<file path="src/rtl/rob_pkg.sv">
package rob_pkg;
  typedef enum logic [1:0] {
    KIND_REG    = 2'd0,
    KIND_STORE  = 2'd1,
    KIND_BRANCH = 2'd2
  } kind_e;
endpackage

</file>
<file path="src/rtl/rob_ptr.sv">
// Head/tail pointers with an extra wrap bit to tell full from empty.
module rob_ptr #(
  parameter int DEPTH = 8,
  localparam int IW = $clog2(DEPTH)
) (
  input  logic          clk,
  input  logic          rst,
  input  logic          push,
  input  logic          pop,
  input  logic          flush,
  output logic [IW-1:0] wr_idx,
  output logic [IW-1:0] rd_idx,
  output logic          full,
  output logic          empty
);
  logic [IW:0] wp, rp;

  always_ff @(posedge clk) begin
    if (rst || flush) begin
      wp <= '0;
      rp <= '0;
    end else begin
      if (push) wp <= wp + 1'b1;
      if (pop)  rp <= rp + 1'b1;
    end
  end

  assign wr_idx = wp[IW-1:0];
  assign rd_idx = rp[IW-1:0];
  assign empty  = (wp == rp);
  assign full   = (wp[IW] != rp[IW]) && (wp[IW-1:0] == rp[IW-1:0]);
endmodule

</file>
<file path="src/rtl/rob_store.sv">
// Entry storage: per-entry flags in flops, payload in RAM-style arrays.
module rob_store
  import rob_pkg::*;
#(
  parameter int DEPTH  = 8,
  parameter int DATA_W = 32,
  parameter int DEST_W = 32,
  localparam int IW = $clog2(DEPTH)
) (
  input  logic              clk,
  input  logic              rst,
  input  logic              flush,
  input  logic              alloc_en,
  input  logic [IW-1:0]     alloc_idx,
  input  kind_e             alloc_kind,
  input  logic [DEST_W-1:0] alloc_dest,
  input  logic              wb_en,
  input  logic [IW-1:0]     wb_idx,
  input  logic [DATA_W-1:0] wb_value,
  input  logic              wb_excp,
  input  logic              wb_mispred,
  input  logic              rel_en,
  input  logic [IW-1:0]     head_idx,
  output kind_e             head_kind,
  output logic [DEST_W-1:0] head_dest,
  output logic [DATA_W-1:0] head_value,
  output logic              head_excp,
  output logic              head_mispred,
  output logic              head_rdy,
  input  logic [IW-1:0]     lk_idx,
  output logic              lk_hit,
  output logic [DATA_W-1:0] lk_value
);
  kind_e             kind_mem [DEPTH];
  logic [DEST_W-1:0] dest_mem [DEPTH];
  logic [DATA_W-1:0] val_mem  [DEPTH];

  logic [DEPTH-1:0] live, rdy, excp_v, mis_v;
  logic             wb_hit;

  assign wb_hit = wb_en && live[wb_idx];

  // Per-entry state bits
  for (genvar g = 0; g < DEPTH; g++) begin : g_entry
    logic alloc_me, wb_me, rel_me;
    assign alloc_me = alloc_en && (alloc_idx == IW'(g));
    assign wb_me    = wb_hit   && (wb_idx    == IW'(g));
    assign rel_me   = rel_en   && (head_idx  == IW'(g));

    always_ff @(posedge clk) begin
      if (rst || flush) begin
        live[g]   <= 1'b0;
        rdy[g]    <= 1'b0;
        excp_v[g] <= 1'b0;
        mis_v[g]  <= 1'b0;
      end else if (alloc_me) begin
        live[g]   <= 1'b1;
        rdy[g]    <= 1'b0;
        excp_v[g] <= 1'b0;
        mis_v[g]  <= 1'b0;
      end else if (wb_me) begin
        rdy[g]    <= 1'b1;
        excp_v[g] <= wb_excp;
        mis_v[g]  <= wb_mispred;
      end else if (rel_me) begin
        live[g]   <= 1'b0;
        rdy[g]    <= 1'b0;
      end
    end
  end

  // Payload arrays, no reset
  always_ff @(posedge clk) begin
    if (alloc_en) begin
      kind_mem[alloc_idx] <= alloc_kind;
      dest_mem[alloc_idx] <= alloc_dest;
    end
    if (wb_hit) val_mem[wb_idx] <= wb_value;
  end

  // Registered lookup port
  always_ff @(posedge clk) begin
    lk_value <= val_mem[lk_idx];
    if (rst) lk_hit <= 1'b0;
    else     lk_hit <= live[lk_idx] && rdy[lk_idx];
  end

  assign head_kind    = kind_mem[head_idx];
  assign head_dest    = dest_mem[head_idx];
  assign head_value   = val_mem[head_idx];
  assign head_excp    = excp_v[head_idx];
  assign head_mispred = mis_v[head_idx];
  assign head_rdy     = live[head_idx] && rdy[head_idx];
endmodule

</file>
<file path="src/rtl/rob_retire.sv">
// Head retirement decision and registered commit/flush outputs.
module rob_retire
  import rob_pkg::*;
#(
  parameter int DATA_W = 32,
  parameter int DEST_W = 32,
  parameter int IW     = 3
) (
  input  logic              clk,
  input  logic              rst,
  input  logic              head_valid,
  input  logic              head_rdy,
  input  kind_e             head_kind,
  input  logic [DEST_W-1:0] head_dest,
  input  logic [DATA_W-1:0] head_value,
  input  logic              head_excp,
  input  logic              head_mispred,
  input  logic [IW-1:0]     head_idx,
  output logic              pop,
  output logic              flush_now,
  output logic              commit_valid_o,
  output logic [1:0]        commit_kind_o,
  output logic [DEST_W-1:0] commit_dest_o,
  output logic [DATA_W-1:0] commit_value_o,
  output logic              flush_o,
  output logic              excp_o,
  output logic [IW-1:0]     excp_tag_o
);
  logic go, br_redirect;

  assign go          = head_valid && head_rdy;
  assign br_redirect = (head_kind == KIND_BRANCH) && head_mispred;
  assign pop         = go && !head_excp;
  assign flush_now   = go && (head_excp || br_redirect);

  always_ff @(posedge clk) begin
    if (rst) begin
      commit_valid_o <= 1'b0;
      commit_kind_o  <= '0;
      commit_dest_o  <= '0;
      commit_value_o <= '0;
      flush_o        <= 1'b0;
      excp_o         <= 1'b0;
      excp_tag_o     <= '0;
    end else begin
      commit_valid_o <= pop;
      flush_o        <= flush_now;
      excp_o         <= go && head_excp;
      if (pop) begin
        commit_kind_o  <= head_kind;
        commit_dest_o  <= (head_kind == KIND_BRANCH) ? '0 : head_dest;
        commit_value_o <= head_value;
      end
      if (go && head_excp) excp_tag_o <= head_idx;
    end
  end
endmodule

</file>
<file path="src/rtl/reorder_buffer.sv">
module reorder_buffer
  import rob_pkg::*;
#(
  parameter int DEPTH  = 8,
  parameter int DATA_W = 32,
  parameter int DEST_W = 32,
  localparam int TAG_W = $clog2(DEPTH)
) (
  input  logic              clk,
  input  logic              rst,
  input  logic              rs_avail_i,
  input  logic              alloc_valid_i,
  input  logic [1:0]        alloc_kind_i,
  input  logic [DEST_W-1:0] alloc_dest_i,
  output logic              alloc_ready_o,
  output logic [TAG_W-1:0]  alloc_tag_o,
  input  logic              wb_valid_i,
  input  logic [TAG_W-1:0]  wb_tag_i,
  input  logic [DATA_W-1:0] wb_value_i,
  input  logic              wb_excp_i,
  input  logic              wb_mispred_i,
  input  logic [TAG_W-1:0]  lk_tag_i,
  output logic              lk_hit_o,
  output logic [DATA_W-1:0] lk_value_o,
  output logic              commit_valid_o,
  output logic [1:0]        commit_kind_o,
  output logic [DEST_W-1:0] commit_dest_o,
  output logic [DATA_W-1:0] commit_value_o,
  output logic              flush_o,
  output logic              excp_o,
  output logic [TAG_W-1:0]  excp_tag_o
);
  logic             full, empty, pop, flush_now, alloc_fire;
  logic [TAG_W-1:0] head_idx;
  kind_e            head_kind;
  logic [DEST_W-1:0] head_dest;
  logic [DATA_W-1:0] head_value;
  logic             head_excp, head_mispred, head_rdy;

  assign alloc_ready_o = rs_avail_i && !full && !flush_now;
  assign alloc_fire    = alloc_valid_i && alloc_ready_o;

  rob_ptr #(.DEPTH(DEPTH)) u_ptr (
    .clk    (clk),
    .rst    (rst),
    .push   (alloc_fire),
    .pop    (pop),
    .flush  (flush_now),
    .wr_idx (alloc_tag_o),
    .rd_idx (head_idx),
    .full   (full),
    .empty  (empty)
  );

  rob_store #(.DEPTH(DEPTH), .DATA_W(DATA_W), .DEST_W(DEST_W)) u_store (
    .clk          (clk),
    .rst          (rst),
    .flush        (flush_now),
    .alloc_en     (alloc_fire),
    .alloc_idx    (alloc_tag_o),
    .alloc_kind   (kind_e'(alloc_kind_i)),
    .alloc_dest   (alloc_dest_i),
    .wb_en        (wb_valid_i),
    .wb_idx       (wb_tag_i),
    .wb_value     (wb_value_i),
    .wb_excp      (wb_excp_i),
    .wb_mispred   (wb_mispred_i),
    .rel_en       (pop),
    .head_idx     (head_idx),
    .head_kind    (head_kind),
    .head_dest    (head_dest),
    .head_value   (head_value),
    .head_excp    (head_excp),
    .head_mispred (head_mispred),
    .head_rdy     (head_rdy),
    .lk_idx       (lk_tag_i),
    .lk_hit       (lk_hit_o),
    .lk_value     (lk_value_o)
  );

  rob_retire #(.DATA_W(DATA_W), .DEST_W(DEST_W), .IW(TAG_W)) u_retire (
    .clk            (clk),
    .rst            (rst),
    .head_valid     (!empty),
    .head_rdy       (head_rdy),
    .head_kind      (head_kind),
    .head_dest      (head_dest),
    .head_value     (head_value),
    .head_excp      (head_excp),
    .head_mispred   (head_mispred),
    .head_idx       (head_idx),
    .pop            (pop),
    .flush_now      (flush_now),
    .commit_valid_o (commit_valid_o),
    .commit_kind_o  (commit_kind_o),
    .commit_dest_o  (commit_dest_o),
    .commit_value_o (commit_value_o),
    .flush_o        (flush_o),
    .excp_o         (excp_o),
    .excp_tag_o     (excp_tag_o)
  );
endmodule

</file>
<file path="config.mk">
export PLATFORM = sky130hd
export DESIGN_NAME = reorder_buffer
export DESIGN_NICKNAME = d
export VERILOG_FILES = /design/src/rtl/rob_pkg.sv /design/src/rtl/rob_ptr.sv /design/src/rtl/rob_store.sv /design/src/rtl/rob_retire.sv /design/src/rtl/reorder_buffer.sv
export SDC_FILE = /design/constraint.sdc
export NUM_CORES = 1
export LEC_CHECK = 0
export ABC_AREA = 1
export BUFFER_PORTS_ARGS = -buffer_cell sky130_fd_sc_hd__buf_2
export CORE_UTILIZATION = 25
export CTS_CLUSTER_DIAMETER = 120
export DETAILED_ROUTE_END_ITERATION = 7
export GPL_TIMING_DRIVEN = 1
export PLACE_DENSITY = 0.43
export SLEW_MARGIN = 30
export SYNTH_ARGS = -nofsm -noshare
export SYNTH_HDL_FRONTEND = slang
export SYNTH_SLANG_ARGS = --single-unit
</file>
<file path="constraint.sdc">
create_clock -name clk -period 4.3 [get_ports clk]
set_input_delay 0.645 -clock clk [delete_from_list [all_inputs] [get_ports clk]]
set_output_delay 0.645 -clock clk [all_outputs]
set_load 0.005 [all_outputs]
</file>
; ---- Word-level counts from Yosys, hierarchy flattened
; Memory sizes are Yosys's and may differ from the RTL's. A register that Yosys moved wholly into a read port is not among the register bits.
; Cells that the tools add are included.
[op_classes]
n_lt_le_gt_ge = 3
add_sub_neg = 2
mux = 55
n_reduce_logical = 77
n_eq_ne = 33
[ops]
columns = operator, count
row1 = 2-to-1 mux 1 bit, 43
row2 = "equality test 3 bit, second input constant", 12
row3 = logical AND 1 bit, 36
row4 = 2-to-1 mux 32 bit, 1
row5 = nonzero test 2 bit, 16
row6 = binary-select mux 1 bit (select 3 bit), 7
row7 = "equality test 3 x 2 -> 1 bit, second input constant", 6
row8 = "!= test 2 x 1 -> 1 bit, second input constant", 8
row9 = AND reduction 2 bit, 8
row10 = OR reduction 2 bit, 8
row11 = "less-than comparator 3 x 4 -> 1 bit, second input constant", 3
row12 = 2-to-1 mux 3 bit, 4
row13 = "equality test 3 x 1 -> 1 bit, second input constant", 3
row14 = zero test 3 bit, 3
row15 = "adder 4 x 1 -> 4 bit, second input constant", 2
row16 = equality test 4 bit, 1
row17 = zero test 1 bit, 4
row18 = equality test 3 bit, 1
row19 = "equality test 2 bit, second input constant", 1
row20 = logical OR 1 bit, 2
row21 = != test 1 bit, 1
[totals]
word_cells = 214
n_memories = 3
out_inout_bits = 109
register_bits = 81
input_bits = 79
mem_bits_rw = 528
[mem_list]
columns = name, depth, word_bits, rd, rd_ports_with_merged_regs, wr, line
row1 = u_store.dest_mem, 8, 32, 1, 1, 1, rob_store.sv:35  ; logic [DEST_W-1:0] dest_mem [DEPTH];
row2 = u_store.val_mem, 8, 32, 2, 2, 1, rob_store.sv:36  ; logic [DATA_W-1:0] val_mem [DEPTH];
row3 = u_store.kind_mem, 8, 2, 1, 1, 1, rob_store.sv:34  ; kind_e kind_mem [DEPTH];

; ---- Longest topological paths before layout
[logic_depth]
depth_word = 11
ltp_mapped = 14
ltp_nobuf = 13

; ---- Cells and area by module
; Synthesis repeated with hierarchy kept, for this count alone.
[hier_totals]
hier_cells = 2490
area_unflattened_um2 = 27302.4
[by_module_without_submodules]
columns = module, seq_area_each_um2, area_per_inst_um2, cells_each, n_inst
row1 = rob_store, 17156.5, 23857.9, 1963, 1
row2 = rob_retire, 1441.4, 2950.3, 452, 1
row3 = rob_ptr, 160.2, 459.2, 68, 1
row4 = reorder_buffer, 0.0, 35.0, 7, 1

; ---- Worst setup path after synthesis
; No wires, ideal clock.
[synth_path]
path_type = flip-flop to flip-flop
startpoint = register u_ptr.rp[0]
endpoint = memory u_store.dest_mem[0][0], enable pin
required_time_ps = 3832
period_less_slack_ps = 4172
stages_incl_launch_ff = 11
arrival_time_ps = 3704
setup_slack_ps = 128
setup_time_ps = 468
path_buffers = 2
cell_sequence = dfxtp_1 buf_6 xor2_1 nor2_1 nand2_1 nand3_2 inv_1 nand2_2 nand3_2 buf_6 nor3_1
[synth_between]
elab_chain_cells = 10
word_cells_on_any_way = 24
cone_classes = 2 x eq/ne / 10 x mux / 12 x reduce/logical
[synth_rtl]
columns = item, line
row1 = start: declaration, rob_ptr.sv:16  ; logic [IW:0] wp, rp;
row2 = start signal: assignment, rob_ptr.sv:24  ; if (pop) rp <= rp + 1'b1;
row3 = "binary-select mux 1 bit (select 3 bit), on equally long branches", "rob_store.sv:93, rob_store.sv:92"
row4 = "2-to-1 mux 1 bit, on equally long branches", "rob_store.sv:93, rob_store.sv:92"
row5 = "logical AND 1 bit, on equally long branches", "rob_store.sv:93, rob_retire.sv:32"
row6 = logical AND 1 bit / logical OR 1 bit (equally long branches), "rob_retire.sv:31, rob_retire.sv:34"
row7 = logical AND 1 bit, rob_retire.sv:34  ; assign flush_now = go && (head_excp || br_redirect);
row8 = zero test 1 bit, reorder_buffer.sv:40  ; assign alloc_ready_o = rs_avail_i && !full && !flush_now;
row9 = logical AND 1 bit *, reorder_buffer.sv:40
row10 = logical AND 1 bit *, reorder_buffer.sv:41  ; assign alloc_fire = alloc_valid_i && alloc_ready_o;
row11 = 2-to-1 mux 1 bit *, rob_store.sv:74  ; if (alloc_en) begin
row12 = 2-to-1 mux 1 bit (not written as such) *, rob_store.sv:76  ; dest_mem[alloc_idx] <= alloc_dest;
row13 = end: declaration, rob_store.sv:35
; Every way passes the cells marked *; elsewhere a longest branch is shown, timed or not. The select of a mux whose other input is x is not followed.

; ---- Final worst setup path
[layout_path]
startpoint = register u_ptr.rp[0]
endpoint = memory u_store.dest_mem[3][25], enable pin
; Same word-level chain as after synthesis.

==> results.py <==
metrics = {
    "clock_network": {
        "post_cts_buffers": 0,
        "postCtsHoldBufs": 0,
        "cts_sinks": 676,
        "ctsResizeCount": 0,
        "cts_buffer_depth": 3,
        "ctsHtreeMaxLevel": 3,
        "cts_tree": "built",
        "cts-root-buf": "clkbuf_16",
        "clk_latency_ps": 660,
        "clkTransAtPathRegs_ps": 60,
        "numCtsBuffers": 80,
    },
    "yosys": {
        "syn_inst": 2638,
        "synth_area_sq_mm": 0.0281,
        "ys_async_sr_fraction_pct": 0,
        "yosys.area.top_type": "edfxtp_1",
        "ys_types": 35,
        "synth_edf_count": 528,
        "synth_top_area_share_pct": 56.4,
        "synthesis.nets": 2729,
        "ys_dominant_reg_cell": "edfxtp_1",
        "synth_area_leaders": "edfxtp_1 (56%), dfxtp_1 (11%), o21ai_0 (7.1%), nand2_1 (6.1%), a21oi_1 (4.6%)",
        "ys_seq_area_share_pct": 67.0,
        "synth.avg_cell_area_sq_um": 10.6,
        "ys_ff_latch": 676,
        "yosysWarnings": 0,
    },
    "floorplan": {
        "die_x_microns": 337,
        "io_pins": 188,
        "coreArea_sq_mm": 0.111,
        "die_area_sq_mm": 0.114,
        "start_util_pct": 25.3,
        "num_rows": 122,
        "dieHeight_microns": 337,
    },
    "worst_setup_path": {
        "crit_chain": "buf_4, o21ai_0, nand2_1, nand3_1, nand3_2, inv_1, nand2_2, nand3_2, nor3_2, buf_12",
        "cpMaxStageDelayCell": "nor3_2",
        "max_stage_delay_ps": 600,
        "rr_endpoint": "u_store.dest_mem[3][25]",
        "worstPathArrival_ps": 3700,
        "critical_path_class": "flop to flop",
        "cp.required_ps": 4610,
        "crit_fanout": 52,
        "cp_common_cell": "nand3_2",
        "rrSetupSlack_ps": 920,
        "cp-start-kind": "flop",
        "reg2reg_from": "u_ptr.rp[0]",
        "end_kind": "flop",
        "r2r_cells": 10,
    },
    "finish": {
        "final_area_sq_mm": 0.0331,
        "final_cell_mix": "edfxtp_1 (528), nand2_1 (456), o21ai_0 (396)",
        "num-fill-cells": 11400,
        "final_common_cell": "edfxtp_1",
        "syn2layout_area_growth_pct": 17.8,
        "layout.nets": 2858,
        "drive_gt1_share_pct": 13.4,
    },
    "timing": {
        "slew_headroom_pct": 39.6,
        "period_needed_ps": 3380,
        "setup-tns-final_ps": 0,
        "slew_violations": 0,
        "skew_ps": 29.6,
        "finalCritPeriodShare_pct": 78.7,
        "max_slew.worst_pin.slew_ps": 906,
        "finalHoldViolations": 0,
        "hold_slack_ps": 271,
        "rsz0062_at_grt": "no",
        "timing.final.ws_setup_ps": 917,
        "setup_violations": 0,
        "fmax_mhz": 296,
    },
    "global_routing": {
        "grt_pass1_wl_mm": 131,
        "grt_usage_pct": 15.4,
        "grt_pass1_vias": 19800,
        "grt_antenna_before_repair": 13,
        "grt_max_degree": 89,
        "overflow": 0,
    },
    "drt": {
        "drtAntennaViolNets": 0,
        "vias": 20400,
        "drt-pass1-iter-count": 6,
        "first_iter_violations": 1556,
        "avgRoutedWirePerCell_microns": 20.4,
        "drc": 0,
        "wirelength_mm": 88.2,
        "viasPerCell": 4.72,
    },
    "status": {
        "status": "completed",
    },
    "placement": {
        "dpl.hpwl_mm": 49.8,
        "portBuffers": 187,
        "dpl_worst_slack_ps": 892,
        "place_area_sq_mm": 0.0305,
        "gp_congestion": 0.743,
    },
    "worst_hold_path": {
        "hold_class": "primary input to flop",
        "hold_start": "alloc_dest_i[15]",
        "worstHoldPathCells": 1,
        "min_to": "u_store.dest_mem[4][15]",
    },
    "power": {
        "power.density_mw_per_mm2": 431,
        "peakVddDrop_mv": 0.304,
        "leakage_nw": 12.0,
    },
    "job": {
        "drv_cap": 0,
    },
}
==> power breakdown <==
part	switching (mW)	internal (mW)
sequential	0.0360	7.13
combinational	0.377	0.143
clock	2.79	3.80
total	3.21	11.1
==> per-layer routing <==
| metal | wire [microns] | global-route usage (%) |
|---|---|---|
| met1 | 41300 | 21.3 |
| met2 | 40500 | 24.4 |
| met3 | 4380 | 2.78 |
| met4 | 2010 | 4.40 |
| met5 | 69 | 0 |
==> how the worst max path moves through the flow <==
stage | start | end | slack [ps] | cells after the start
2_1_floorplan | u_ptr.rp[0] | u_store.dest_mem[0][0] | 130 | 10
3_3_place_gp | flop | u_store.dest_mem[3][10] | 930 | 12
3_5_place_dp | u_ptr.rp[0] | u_store.dest_mem[3][8] | 890 | 10
4_1_cts | u_ptr.rp[0] | u_store.dest_mem[3][25] | 860 | 10
5_1_grt | flop | u_store.dest_mem[3][25] | 610 | 12
6_report | u_ptr.rp[0] | u_store.dest_mem[3][25] | 920 | 10
==> flip-flops by register name (all words and copies together), names as in the netlist, 2 cells and up, named ones only <==
name	flops
u_store.dest_mem	256
u_store.kind_mem	16
u_store.mis_v	8
u_store.live	8
u_store.rdy	8
u_retire.excp_tag_o	3
u_ptr.wp	4
u_store.val_mem	256
u_ptr.rp	4
u_retire.commit_dest_o	32
u_retire.commit_kind_o	2
u_retire.commit_value_o	32
u_store.lk_value	32
u_store.excp_v	8
==> Yosys cell counts (all sizes together) (2+ instances only) <==
cell    number
xnor2        2
buf         66
nand3       96
clkbuf     122
xor2         4
inv        134
nor3        11
nor2       221
nand2      458
dfxtp      148
a211oi       2
a31oi       65
edfxtp     528
o21ai      419
nand3b       2
a32o        62
clkinv       3
a21oi      257
ha          12
o221ai       2
nand4       18
==> through the flow <==
step | power (mW) | std cells | util (%)
final | 14.3 | 4326 | 29.8
after global routing | 14.8 | 4323 | 29.8
after CTS | 14.5 | 4323 | 29.8
after detailed placement | 7.83 | 4173 | 27.5
after global placement | 7.83 | 4173 | 27.5
after floorplan | 7.54 | 2638 | -
==> kinds of logic after synthesis <==
| kind of cell | Yosys count | share of synthesized area [%] |
|---|---|---|
| flip-flops | 676 | 67.0 |
| adder cells (fa/ha/maj) | 12 | 0.534 |
| buffers and inverters | 325 | 4.78 |
| AO/OA/AOI/OAI | 810 | 15.9 |
| XOR/XNOR | 6 | 0.187 |
| AND/OR/NAND/NOR | 809 | 11.6 |
==> critical path: cells and delay by family, from the launching register on <==
| kind | cells | cell delay (ps) |
|---|---|---|
| compound gates | 1 | 170 |
| buf+inv | 3 | 880 |
| flops | 1 | 400 |
| simple gates | 6 | 1570 |
==> final cells by class <==
class | instances | area, sq um | share of cell area [%]
well taps | 1488 | 1860 | 5.62
clock inverters | 25 | 273 | 0.824
flip-flops and latches | 676 | 18800 | 56.9
multi-input cells | 1637 | 7990 | 24.1
clock buffers | 125 | 2280 | 6.89
diodes | 3 | 7.51 | 0.0227
inverters | 137 | 532 | 1.61
repair buffers | 235 | 1330 | 4.02
No activity file was read; power rests on OpenSTA's default activity.
